### config.mk
export PLATFORM = sky130hd
export DESIGN_NAME = asg_emit_unit
export DESIGN_NICKNAME = d
export VERILOG_FILES = /design/src/rtl/asg_pkg.sv /design/src/rtl/asg_mode_decode.sv /design/src/rtl/asg_addr_track.sv /design/src/rtl/asg_call_limiter.sv /design/src/rtl/asg_emit_unit.sv
export SDC_FILE = /design/constraint.sdc
export NUM_CORES = 1
export LEC_CHECK = 0
export ABC_AREA = 1
export BUFFER_PORTS_ARGS = -buffer_cell sky130_fd_sc_hd__buf_2
export CAP_MARGIN = 20
export CORE_MARGIN = 2
export CORE_UTILIZATION = 54
export CTS_CLUSTER_DIAMETER = 100
export DETAILED_ROUTE_END_ITERATION = 16
export PLACE_DENSITY_LB_ADDON = 0.2
export SLEW_MARGIN = 25
export SYNTH_ARGS = -nofsm -noshare
export SYNTH_HDL_FRONTEND = slang
export SYNTH_SLANG_ARGS = --single-unit
### constraint.sdc
create_clock -name clk -period 2.45 [get_ports clk]
set_clock_uncertainty 0.15 [all_clocks]
set_input_delay 0.245 -clock clk [delete_from_list [all_inputs] [get_ports clk]]
set_output_delay 0.245 -clock clk [all_outputs]
set_load 0.05 [all_outputs]
### src/rtl/asg_pkg.sv
package asg_pkg;

  typedef enum logic [1:0] {
    SRC_RESULT = 2'd0,
    SRC_PARAM  = 2'd1,
    SRC_HIGH   = 2'd2
  } send_src_e;

  typedef struct packed {
    logic      wr_param;
    logic      set_addr;
    logic      send;
    send_src_e src;
  } mode_ctl_t;

  typedef enum logic [1:0] {
    ST_IDLE = 2'd0,
    ST_EXEC = 2'd1,
    ST_SEND = 2'd2
  } state_e;

  function automatic mode_ctl_t decode_mode(input logic [2:0] m);
    mode_ctl_t c;
    c = '{wr_param: 1'b0, set_addr: 1'b0, send: 1'b0, src: SRC_RESULT};
    case (m)
      3'd0: c.wr_param = 1'b1;
      3'd1: ;
      3'd2: c.set_addr = 1'b1;
      3'd3: begin c.wr_param = 1'b1; c.send = 1'b1; end
      3'd4: c.send = 1'b1;
      3'd5: begin c.wr_param = 1'b1; c.set_addr = 1'b1; end
      3'd6: begin c.set_addr = 1'b1; c.send = 1'b1; c.src = SRC_PARAM; end
      default: begin c.set_addr = 1'b1; c.send = 1'b1; c.src = SRC_HIGH; end
    endcase
    return c;
  endfunction

endpackage

### src/rtl/asg_mode_decode.sv
module asg_mode_decode
  import asg_pkg::*;
(
  input  logic [2:0] mode,
  output mode_ctl_t  ctl,
  output logic       need_param
);
  always_comb begin
    ctl        = decode_mode(mode);
    need_param = ctl.wr_param | (ctl.send & (ctl.src == SRC_PARAM));
  end
endmodule

### src/rtl/asg_addr_track.sv
module asg_addr_track #(
  parameter int ADDR_W   = 12,
  parameter int STRIDE_W = 6
) (
  input  logic                clk,
  input  logic                rst,
  input  logic                clear,
  input  logic                set_en,
  input  logic [ADDR_W-1:0]   set_addr,
  input  logic [STRIDE_W-1:0] set_stride,
  input  logic                adv_en,
  output logic [ADDR_W-1:0]   addr_q,
  output logic [STRIDE_W-1:0] stride_q
);
  localparam int PAD_W = ADDR_W - STRIDE_W;

  always_ff @(posedge clk) begin
    if (rst || clear) begin
      addr_q   <= '0;
      stride_q <= '0;
    end else if (set_en) begin
      addr_q   <= set_addr;
      stride_q <= set_stride;
    end else if (adv_en) begin
      addr_q   <= addr_q + {{PAD_W{1'b0}}, stride_q};
    end
  end
endmodule

### src/rtl/asg_call_limiter.sv
module asg_call_limiter #(
  parameter int              ADDR_W     = 12,
  parameter logic [ADDR_W-1:0] HOT_ADDR = 12'h585,
  parameter int              CALL_LIMIT = 500
) (
  input  logic              clk,
  input  logic              rst,
  input  logic              clear,
  input  logic              hit_en,
  input  logic [ADDR_W-1:0] hit_addr,
  output logic              err_q
);
  localparam int CNT_W = $clog2(CALL_LIMIT + 1);
  localparam logic [CNT_W-1:0] CNT_MAX = CNT_W'(CALL_LIMIT);

  logic [CNT_W-1:0] cnt_q;
  logic             hit;

  assign hit = hit_en && (hit_addr == HOT_ADDR);

  always_ff @(posedge clk) begin
    if (rst || clear) begin
      cnt_q <= '0;
      err_q <= 1'b0;
    end else if (hit) begin
      if (cnt_q == CNT_MAX) err_q <= 1'b1;
      else                  cnt_q <= cnt_q + 1'b1;
    end
  end
endmodule

### src/rtl/asg_emit_unit.sv
module asg_emit_unit
  import asg_pkg::*;
#(
  parameter int              DATA_W     = 32,
  parameter int              IDX_W      = 3,
  parameter int              ADDR_W     = 12,
  parameter int              STRIDE_W   = 6,
  parameter logic [ADDR_W-1:0] HOT_ADDR = 12'h585,
  parameter int              CALL_LIMIT = 500
) (
  input  logic              clk,
  input  logic              rst,
  input  logic              run_start,
  input  logic              in_valid,
  output logic              in_ready,
  input  logic [2:0]        in_mode,
  input  logic [IDX_W-1:0]  in_dst,
  input  logic [DATA_W-1:0] in_result,
  input  logic              prm_empty,
  input  logic [DATA_W-1:0] prm_data,
  output logic              prm_pop,
  output logic              wr_en,
  output logic [IDX_W-1:0]  wr_idx,
  output logic [DATA_W-1:0] wr_data,
  output logic              out_valid,
  input  logic              out_ready,
  output logic [ADDR_W-1:0] out_addr,
  output logic [DATA_W-1:0] out_data,
  output logic              call_err
);
  localparam int HIGH_PAD = DATA_W - STRIDE_W;

  state_e              state_q;
  logic [2:0]          mode_q;
  logic [IDX_W-1:0]    dst_q;
  logic [DATA_W-1:0]   res_q;

  mode_ctl_t           ctl;
  logic                need_param;
  logic                exec_go;
  logic                accept;
  logic [ADDR_W-1:0]   new_addr;
  logic [STRIDE_W-1:0] new_stride;
  logic [ADDR_W-1:0]   cur_addr;
  logic [STRIDE_W-1:0] cur_stride;
  logic [ADDR_W-1:0]   send_addr;
  logic [DATA_W-1:0]   send_data;

  asg_mode_decode u_dec (
    .mode       (mode_q),
    .ctl        (ctl),
    .need_param (need_param)
  );

  assign in_ready   = (state_q == ST_IDLE);
  assign exec_go    = (state_q == ST_EXEC) && !(need_param && prm_empty);
  assign prm_pop    = exec_go && need_param;
  assign accept     = (state_q == ST_SEND) && out_ready;
  assign new_addr   = res_q[ADDR_W-1:0];
  assign new_stride = res_q[ADDR_W +: STRIDE_W];
  assign send_addr  = ctl.set_addr ? new_addr : cur_addr;

  always_comb begin
    case (ctl.src)
      SRC_PARAM: send_data = prm_data;
      SRC_HIGH:  send_data = {{HIGH_PAD{1'b0}}, new_stride};
      default:   send_data = res_q;
    endcase
  end

  asg_addr_track #(.ADDR_W(ADDR_W), .STRIDE_W(STRIDE_W)) u_addr (
    .clk        (clk),
    .rst        (rst),
    .clear      (run_start),
    .set_en     (exec_go && ctl.set_addr),
    .set_addr   (new_addr),
    .set_stride (new_stride),
    .adv_en     (accept),
    .addr_q     (cur_addr),
    .stride_q   (cur_stride)
  );

  asg_call_limiter #(.ADDR_W(ADDR_W), .HOT_ADDR(HOT_ADDR), .CALL_LIMIT(CALL_LIMIT)) u_lim (
    .clk      (clk),
    .rst      (rst),
    .clear    (run_start),
    .hit_en   (exec_go && ctl.send),
    .hit_addr (send_addr),
    .err_q    (call_err)
  );

  always_ff @(posedge clk) begin
    if (rst) begin
      state_q <= ST_IDLE;
      mode_q  <= '0;
      dst_q   <= '0;
      res_q   <= '0;
    end else begin
      case (state_q)
        ST_IDLE: if (in_valid) begin
          mode_q  <= in_mode;
          dst_q   <= in_dst;
          res_q   <= in_result;
          state_q <= ST_EXEC;
        end
        ST_EXEC: if (exec_go) state_q <= ctl.send ? ST_SEND : ST_IDLE;
        ST_SEND: if (out_ready) state_q <= ST_IDLE;
        default: state_q <= ST_IDLE;
      endcase
    end
  end

  always_ff @(posedge clk) begin
    if (rst) begin
      wr_en     <= 1'b0;
      wr_idx    <= '0;
      wr_data   <= '0;
      out_valid <= 1'b0;
      out_addr  <= '0;
      out_data  <= '0;
    end else begin
      wr_en <= exec_go;
      if (exec_go) begin
        wr_idx  <= dst_q;
        wr_data <= ctl.wr_param ? prm_data : res_q;
      end
      if (exec_go && ctl.send) begin
        out_valid <= 1'b1;
        out_addr  <= send_addr;
        out_data  <= send_data;
      end else if (accept) begin
        out_valid <= 1'b0;
      end
    end
  end

  logic unused_ok;
  assign unused_ok = ^cur_stride;
endmodule

==> summary.md, run 1 <==
| Metric | Value |
|---|---|
| P per Cell Area | `726.7 nW/µm²` |
| Minimum clock period | `2.325 ns` |
| Int Pwr | `between 4 and 5 mW` |
| Max Freq | `0.4301 GHz` |
| WHS | `0.03054 ns` |
| #FFs+latches synth | `~150` |
| Layout cells sized above 1 | `about a fifth` |
| Sw Pwr | `1.928 mW` |
| Most common cell after layout, fill and taps aside | `nand2_1` |
| Clk sinks | `149` |
| Post-DP Area | `7510 µm²` |
| Largest area contributor in the netlist | `dfxtp_1` |
| Final Hold Fails | `0` |
| Vias in the first global route | `6388` |
| Initial drt markers | `728` |
| WL final | `approximately 21000 µm` |
| Tightest Pin Transition | `0.5725 ns` |
| Setup TNS | `0 ns` |
| Critical Path Max Stage Delay | `0.39 ns` |
| Area contributors post-synth | `dfxtp_1 45%, nand2_1 13%, o21ai_0 8.5%` |
| Fillers | `between 900 and 1000` |
| First-pass GRT wire length | `roughly 33000 µm` |
| CTS Buffer Depth | `2` |
| Vias | `7101` |
| Clk slew on worst S/H paths | `approximately 0.060 ns` |
| Post-route cell area | `8752 µm²` |
| Antenna violations before repair | `0` |
| Mapped Nets | `994` |
| Reg power frac | `between 40 and 50%` |
| I/O Pins | `160` |
| Post-CTS Setup Repair Bufs | `0` |
| Power, Total | `6.360 mW` |
| Slowest-stage cell, CP | `dfxtp_2` |
| Largest net degree at the start of global routing | `77` |
| WP data arrival | `about 1.9 ns` |
| Sequential Area | `between 2000 and 3000 µm²` |
| Clock power share | `39.7%` |
| Synth-to-Final Area Change | `32.26%` |
| CP Capture Type | `output pin` |
| Setup CP Type | `reg -> out` |
| Chip height | `around 110 µm` |
| Peak supply drop | `about 0.00044 V` |
| Chain of cells forming the critical path | `nand2_1 > nor2_1 > inv_1 > nand3_4 > buf_6 > o21ai_0 > inv_1 > buf_4` |
| Clock Latency Late Sink | `0.43 ns` |
| Leakage | `3.928 nW` |
| CTS tree | `built` |
| Gp weighted congestion | `0.9320` |
| Worst Path Max Fanout | `32` |
| Count of final max-slew check failures | `0` |
| H-tree levels | `4` |
| RSZ-0062 raised after global routing | `no` |
| GRT Resource Usage Total | `a little under a third` |
| Synth Area per Inst | `around 7.3 µm²` |
| Mapped cell area | `6618 µm²` |
| Setup crit start kind | `flop` |
| Worst path top cell family by delay | `buffers and inverters` |
| Fin crit share | `94.90%` |
| Sw frac | `30.32%` |
| Antenna Nets Post-Route | `0` |
| Die ar. | `13160 µm²` |
| Layout net count | `1201` |
| CTS buffer count | `17` |
| Mean routed wirelength per cell | `about 16 µm` |
| Area of the multi-input gates | `3191 µm²` |
| Most frequent cells in the layout | `232 x nand2_1, 158 x buf_2, 146 x dfxtp_1` |
| Die width | `around 110 µm` |
| Core Area | `12010 µm²` |
| Number of max-cap violations | `0` |
| Vias per cell | `5.569` |
| Synth warn | `0` |
| DR pass1 iterations | `5` |
| Worst EP required | `~2.1 ns` |
| Gr ovfl total | `0` |
| Final Setup Violations | `0` |
| Min-Delay Path Class | `in -> reg` |
| Placed cells | `approximately 1200` |
| DRC viols | `0` |
| Buf+Inv Stages, Crit Path | `4` |
| Starting density of the core | `55.09%` |
| Yosys top cell area share | `45.07%` |
| Site row count | `40` |
| Cell Count, Final, Fillers Out | `1275` |
| Worst rel slew slack | `61.69%` |
| Status | `finished clean` |
| Port buffer count | `~160` |
| Synth cell types | `39` |
| HPWL after detailed placement | `roughly 13000 µm` |
| Post-Synthesis Cells | `909` |
| Root Driver | `clkbuf_16` |
| Worst path most repeated cell | `inv_1` |
| Comb pwr share | `18.3%` |
| Post-synthesis sequential area ratio | `45.07%` |
-- power groups by stage --
| stage | clock (mW) | sequential (mW) | combinational [mW] |
|---|---|---|---|
| after floorplan | 0 | 2.98 | 0.463 |
| after global placement | 0 | 2.72 | 1.04 |
| after detailed placement | 0 | 2.72 | 1.05 |
| after CTS | 2.53 | 2.67 | 1.14 |
| after global routing | 2.64 | 2.69 | 1.25 |
| final | 2.52 | 2.68 | 1.16 |
-- repair_timing --
action,4_1_cts,5_1_grt
resized for setup,5,5
setup endpoints to repair,1,1
endpoints found under the hold margin,94,0
hold buffers,66,0
-- final cells by class --
| cell class | count | area share [%] |
|---|---|---|
| diodes | 1 | 0.02859 |
| clock buffers | 21 | 5.147 |
| clock inverters | 9 | 1.201 |
| inverters | 53 | 2.330 |
| multi-input cells | 652 | 36.45 |
| flip-flops and latches | 149 | 34.15 |
| well taps | 147 | 2.101 |
| repair buffers | 243 | 18.58 |
-- Yosys cell counts --
cell type / instances
nand3_2: 4
nand4_1: 10
nor2_2: 1
nand3b_1: 1
inv_2: 6
fa_1: 1
o21bai_1: 1
xnor2_1: 4
a22oi_1: 1
nand3_1: 27
inv_1: 45
o21ai_1: 11
a221oi_1: 5
o211ai_1: 1
dfxtp_1: 149
a31oi_1: 63
nand2_2: 1
nor3_1: 6
or2_2: 1
nor2_4: 3
buf_2: 12
o21ai_2: 1
nor2_1: 92
buf_4: 1
o21ai_0: 113
buf_6: 3
clkbuf_2: 2
a211oi_1: 6
nand2_1: 233
a21o_1: 1
and2_1: 1
xor2_1: 9
nand3_4: 1
ha_1: 8
a21oi_1: 44
nor4_1: 1
nand2_4: 1
clkbuf_1: 37
clkinv_1: 2
-- routing by layer --
metal / track usage, % / vias to the layer above / wire length, µm / part of all wire [%]
met4: 12.85 / 0 / 537 / 2.6
met5: 0 / - / 0 / 0
met2: 48.76 / 285 / 9568 / 46
met1: 43.22 / 3297 / 9401 / 45
li1: - / 3477 / - / -
met3: 7.094 / 42 / 1493 / 7.1
-- tightest hold or removal path, stage by stage --
cell	delay, ns
buf_2	0.11
nor2_1	0.08
o21ai_0	0.09
inv_1	0.05
-- per-stage QoR --
| stage | setup slack, ns | utilization (%) |
|---|---|---|
| floorplan | 0.3181 | - |
| finish | 0.1250 | 72.86 |
| CTS | 0.01478 | 72.74 |
| global route | 0.004890 | 72.84 |
| detailed placement | 0.1589 | 62.52 |
| global placement | 0.1996 | 62.52 |
-- sequential cells by signal (all words and copies together), names as in the netlist, 2 cells and up --
| name | flops |
|---|---|
| out_data | 32 |
| res_q | 32 |
| wr_data | 32 |
| out_addr | 12 |
| u_addr.addr_q | 12 |
| u_lim.cnt_q | 9 |
| u_addr.stride_q | 6 |
| dst_q | 3 |
| mode_q | 3 |
| wr_idx | 3 |
| state_q | 2 |
-- worst paths after layout --
path / from / to / slack (ns) / cells after the start
setup / recovery: mode_q[1] / prm_pop / 0.12 / 8
hold / removal: out_ready / state_q[1] / 0.03 / 4
hold reg to reg: u_lim.err_q / u_lim.err_q / 0.30 / 2
setup reg to reg: mode_q[0] / out_data[30] / 0.28 / 10
-- kinds of logic after synthesis --
group                      after synthesis  synth area share, %
and+or+nand+nor                        383                24.01
DFF                                    149                45.07
buffers and inverters                  108                6.788
xor gates and xnor gates                13                1.721
AOI/OAI and AO/OA                      247                20.59
adders and majority gates                9                1.815
No activity file was read; power rests on OpenSTA's default activity.
==> inputs of run 2 (changes only) <==
--- a/config.mk
+++ b/config.mk
@@ -13,6 +13,7 @@
 export CTS_CLUSTER_DIAMETER = 100
 export DETAILED_ROUTE_END_ITERATION = 16
 export PLACE_DENSITY_LB_ADDON = 0.2
+export REMOVE_ABC_BUFFERS = 1
 export SLEW_MARGIN = 25
 export SYNTH_ARGS = -nofsm -noshare
 export SYNTH_HDL_FRONTEND = slang
==> summary.md, run 2 (synthesis results as in run 1) <==
| Metric | Value |
|---|---|
| Power, Total | `6.350 mW (was 6.360 mW)` |
| Worst reg2reg setup slack | `0.32 ns (was 0.28 ns)` |
| I/O Pins | `160 (unchanged)` |
| Chip height | `114.7 µm (unchanged)` |
| Max Freq | `0.4224 GHz (was 0.4301 GHz)` |
| Int Pwr | `4.443 mW (was 4.432 mW)` |
| Comb pwr share | `18.2% (was 18.3%)` |
| Final Setup Violations | `0 (unchanged)` |
| Minimum clock period | `2.367 ns (was 2.325 ns)` |
| Clk sinks | `149 (unchanged)` |
| Layer with the highest usage | `met2 (unchanged)` |
| Peak supply drop | `0.0005102 V (was 0.0004391 V)` |
| Final WS setup | `0.08284 ns (was 0.1250 ns)` |
| WP data arrival | `1.97 ns (was 1.93 ns)` |
| Core Area | `12010 µm² (unchanged)` |
| Tightest Pin Transition | `0.5421 ns (was 0.5725 ns)` |
| CTS buffer count | `17 (unchanged)` |
| Setup crit start kind | `flop (unchanged)` |
| Met2 Use GR | `50.30% (was 48.76%)` |
| CTS Buffer Depth | `2 (unchanged)` |
| CP Capture Type | `output pin (unchanged)` |
| Worst EP required | `2.06 ns (about the same)` |
| Sw frac | `30.04% (was 30.32%)` |
| Gp weighted congestion | `0.9866 (was 0.9320)` |
| P per Cell Area | `721.9 nW/µm² (was 726.7 nW/µm²)` |
| WL final | `19780 µm (was 21000 µm)` |
| Initial drt markers | `722 (was 728)` |
| Mean routed wirelength per cell | `15.44 µm (was 16.47 µm)` |
| ANT cells | `0 (was 1)` |
| Gr ovfl total | `0 (unchanged)` |
| Largest net degree at the start of global routing | `67 (was 77)` |
| Vias in the first global route | `6726 (was 6388)` |
| Port buffer count | `159 (unchanged)` |
| DRC viols | `0 (unchanged)` |
| CTS tree | `built (unchanged)` |
| Sw Pwr | `1.907 mW (was 1.928 mW)` |
| Clk slew on worst S/H paths | `0.06 ns (about the same)` |
| RSZ-0062 raised after global routing | `no (unchanged)` |
| GR Util met1 | `38.62% (was 43.22%)` |
| Setup TNS | `0 ns (unchanged)` |
| Layout net count | `1206 (was 1201)` |
| Root Driver | `clkbuf_16 (unchanged)` |
| Status | `finished clean (unchanged)` |
| Number of max-cap violations | `0 (unchanged)` |
| Starting density of the core | `55.09% (unchanged)` |
| DR pass1 iterations | `6 (was 5)` |
| Vias per cell | `5.506 (was 5.569)` |
| H-tree levels | `4 (unchanged)` |
| Final Hold Fails | `0 (unchanged)` |
| Clock Latency Late Sink | `0.43 ns (about the same)` |
| Die width | `114.7 µm (unchanged)` |
| First-pass GRT wire length | `32260 µm (was 32580 µm)` |
| Worst rel slew slack | `63.86% (was 61.69%)` |
| Synth-to-Final Area Change | `32.92% (was 32.26%)` |
| Site row count | `40 (unchanged)` |
| Setup CP Type | `reg -> out (unchanged)` |
| Count of final max-slew check failures | `0 (unchanged)` |
| GRT Resource Usage Total | `30.71% (was 31.63%)` |
| Antenna violations before repair | `0 (unchanged)` |
| HPWL after detailed placement | `12250 µm (was 13280 µm)` |
| Reg power frac | `42.1% (about the same)` |
| Die ar. | `13160 µm² (unchanged)` |
| Met3 Use GR | `7.623% (was 7.094%)` |
| Most frequent cells in the layout | `231 x nand2_1, 158 x buf_2, 146 x dfxtp_1 (was 232 x nand2_1, 158 x buf_2, 146 x dfxtp_1)` |
| Antenna Nets Post-Route | `0 (unchanged)` |
| Largest regs | `out_data x32, res_q x32, wr_data x32 (unchanged)` |
| Clock power share | `39.7% (about the same)` |
| Layout cells sized above 1 | `20.37% (was 20.32%)` |
| Vias | `7053 (was 7101)` |
| Most common cell after layout, fill and taps aside | `nand2_1 (unchanged)` |
| Min-Delay Path Class | `in -> reg (unchanged)` |
| Leakage | `3.944 nW (was 3.928 nW)` |
| Fin crit share | `96.62% (was 94.90%)` |
| Worst Path Max Fanout | `32 (unchanged)` |
| Pre-CTS setup slack | `0.2868 ns (was 0.1589 ns)` |
## run 2: cell count changes in the layout (fill, tap and decap cells not counted), sizes merged
| cell | before | now |
|---|---|---|
| diode | 1 | 0 |
| clkbuf | 21 | 23 |
| clkinvlp | 1 | 2 |
| dlygate4sd3 | 66 | 71 |
| clkinv | 8 | 7 |
## run 2: power by group through the flow
stage	Sequential, mW	Combinational (mW)	Clock (mW)
after global routing	2.69	1.24	2.64
after global placement	2.72	1.03	0
after floorplan	2.98	0.420	0
after CTS	2.67	1.13	2.54
final	2.67	1.15	2.52
after detailed placement	2.72	1.04	0
## run 2: path summary, 6_finish.rpt
kind | startpoint | end | depth (start not counted)
min reg2reg | u_lim.err_q | u_lim.err_q | 2
max | mode_q[1] | prm_pop | 6
max reg2reg | mode_q[0] | wr_data[28] | 10
min | run_start | u_addr.addr_q[11] | 4
## run 2: through the flow
stage	instances	hold WS, ns	instance area, µm²	utilization (%)
after floorplan	854	0.1641	6367	-
after global routing	1281	0.02276	8796	73.23
after global placement	1177	0.2840	7505	62.48
after CTS	1280	0.004128	8781	73.10
final	1281	0.01617	8796	73.23
after detailed placement	1177	0.2945	7505	62.48
## run 2: critical path, cell delays in order (launching register included)
cell,delay [ns]
dfxtp_2,0.38
nand2_1,0.12
nor2_4,0.14
buf_4,0.42
o21ai_0,0.16
inv_1,0.09
buf_4,0.20
## run 2: cell type report
cell class | instances | area [µm²]
clock inverter | 9 | 103.9
multi-input combinational | 652 | 3196
inverter | 53 | 198.9
timing repair buffer | 248 | 1669
clock buffer | 23 | 457.9
tap | 147 | 183.9
sequential | 149 | 2987
fill | 945 | 3216
## run 2: repair_timing
| action | CTS | global route |
|---|---|---|
| gates resized for setup | 2 | 4 |
| hold buffers | 71 | 0 |
| endpoints found under the setup margin | 1 | 1 |
| setup buffers | 0 | 1 |
| hold endpoints to repair | 102 | 0 |
## run 2: layer usage
layer	wire length, µm	part of all wire (%)
met2	9204	47
met5	0	0
met1	8420	43
met4	534	2.7
met3	1623	8.2
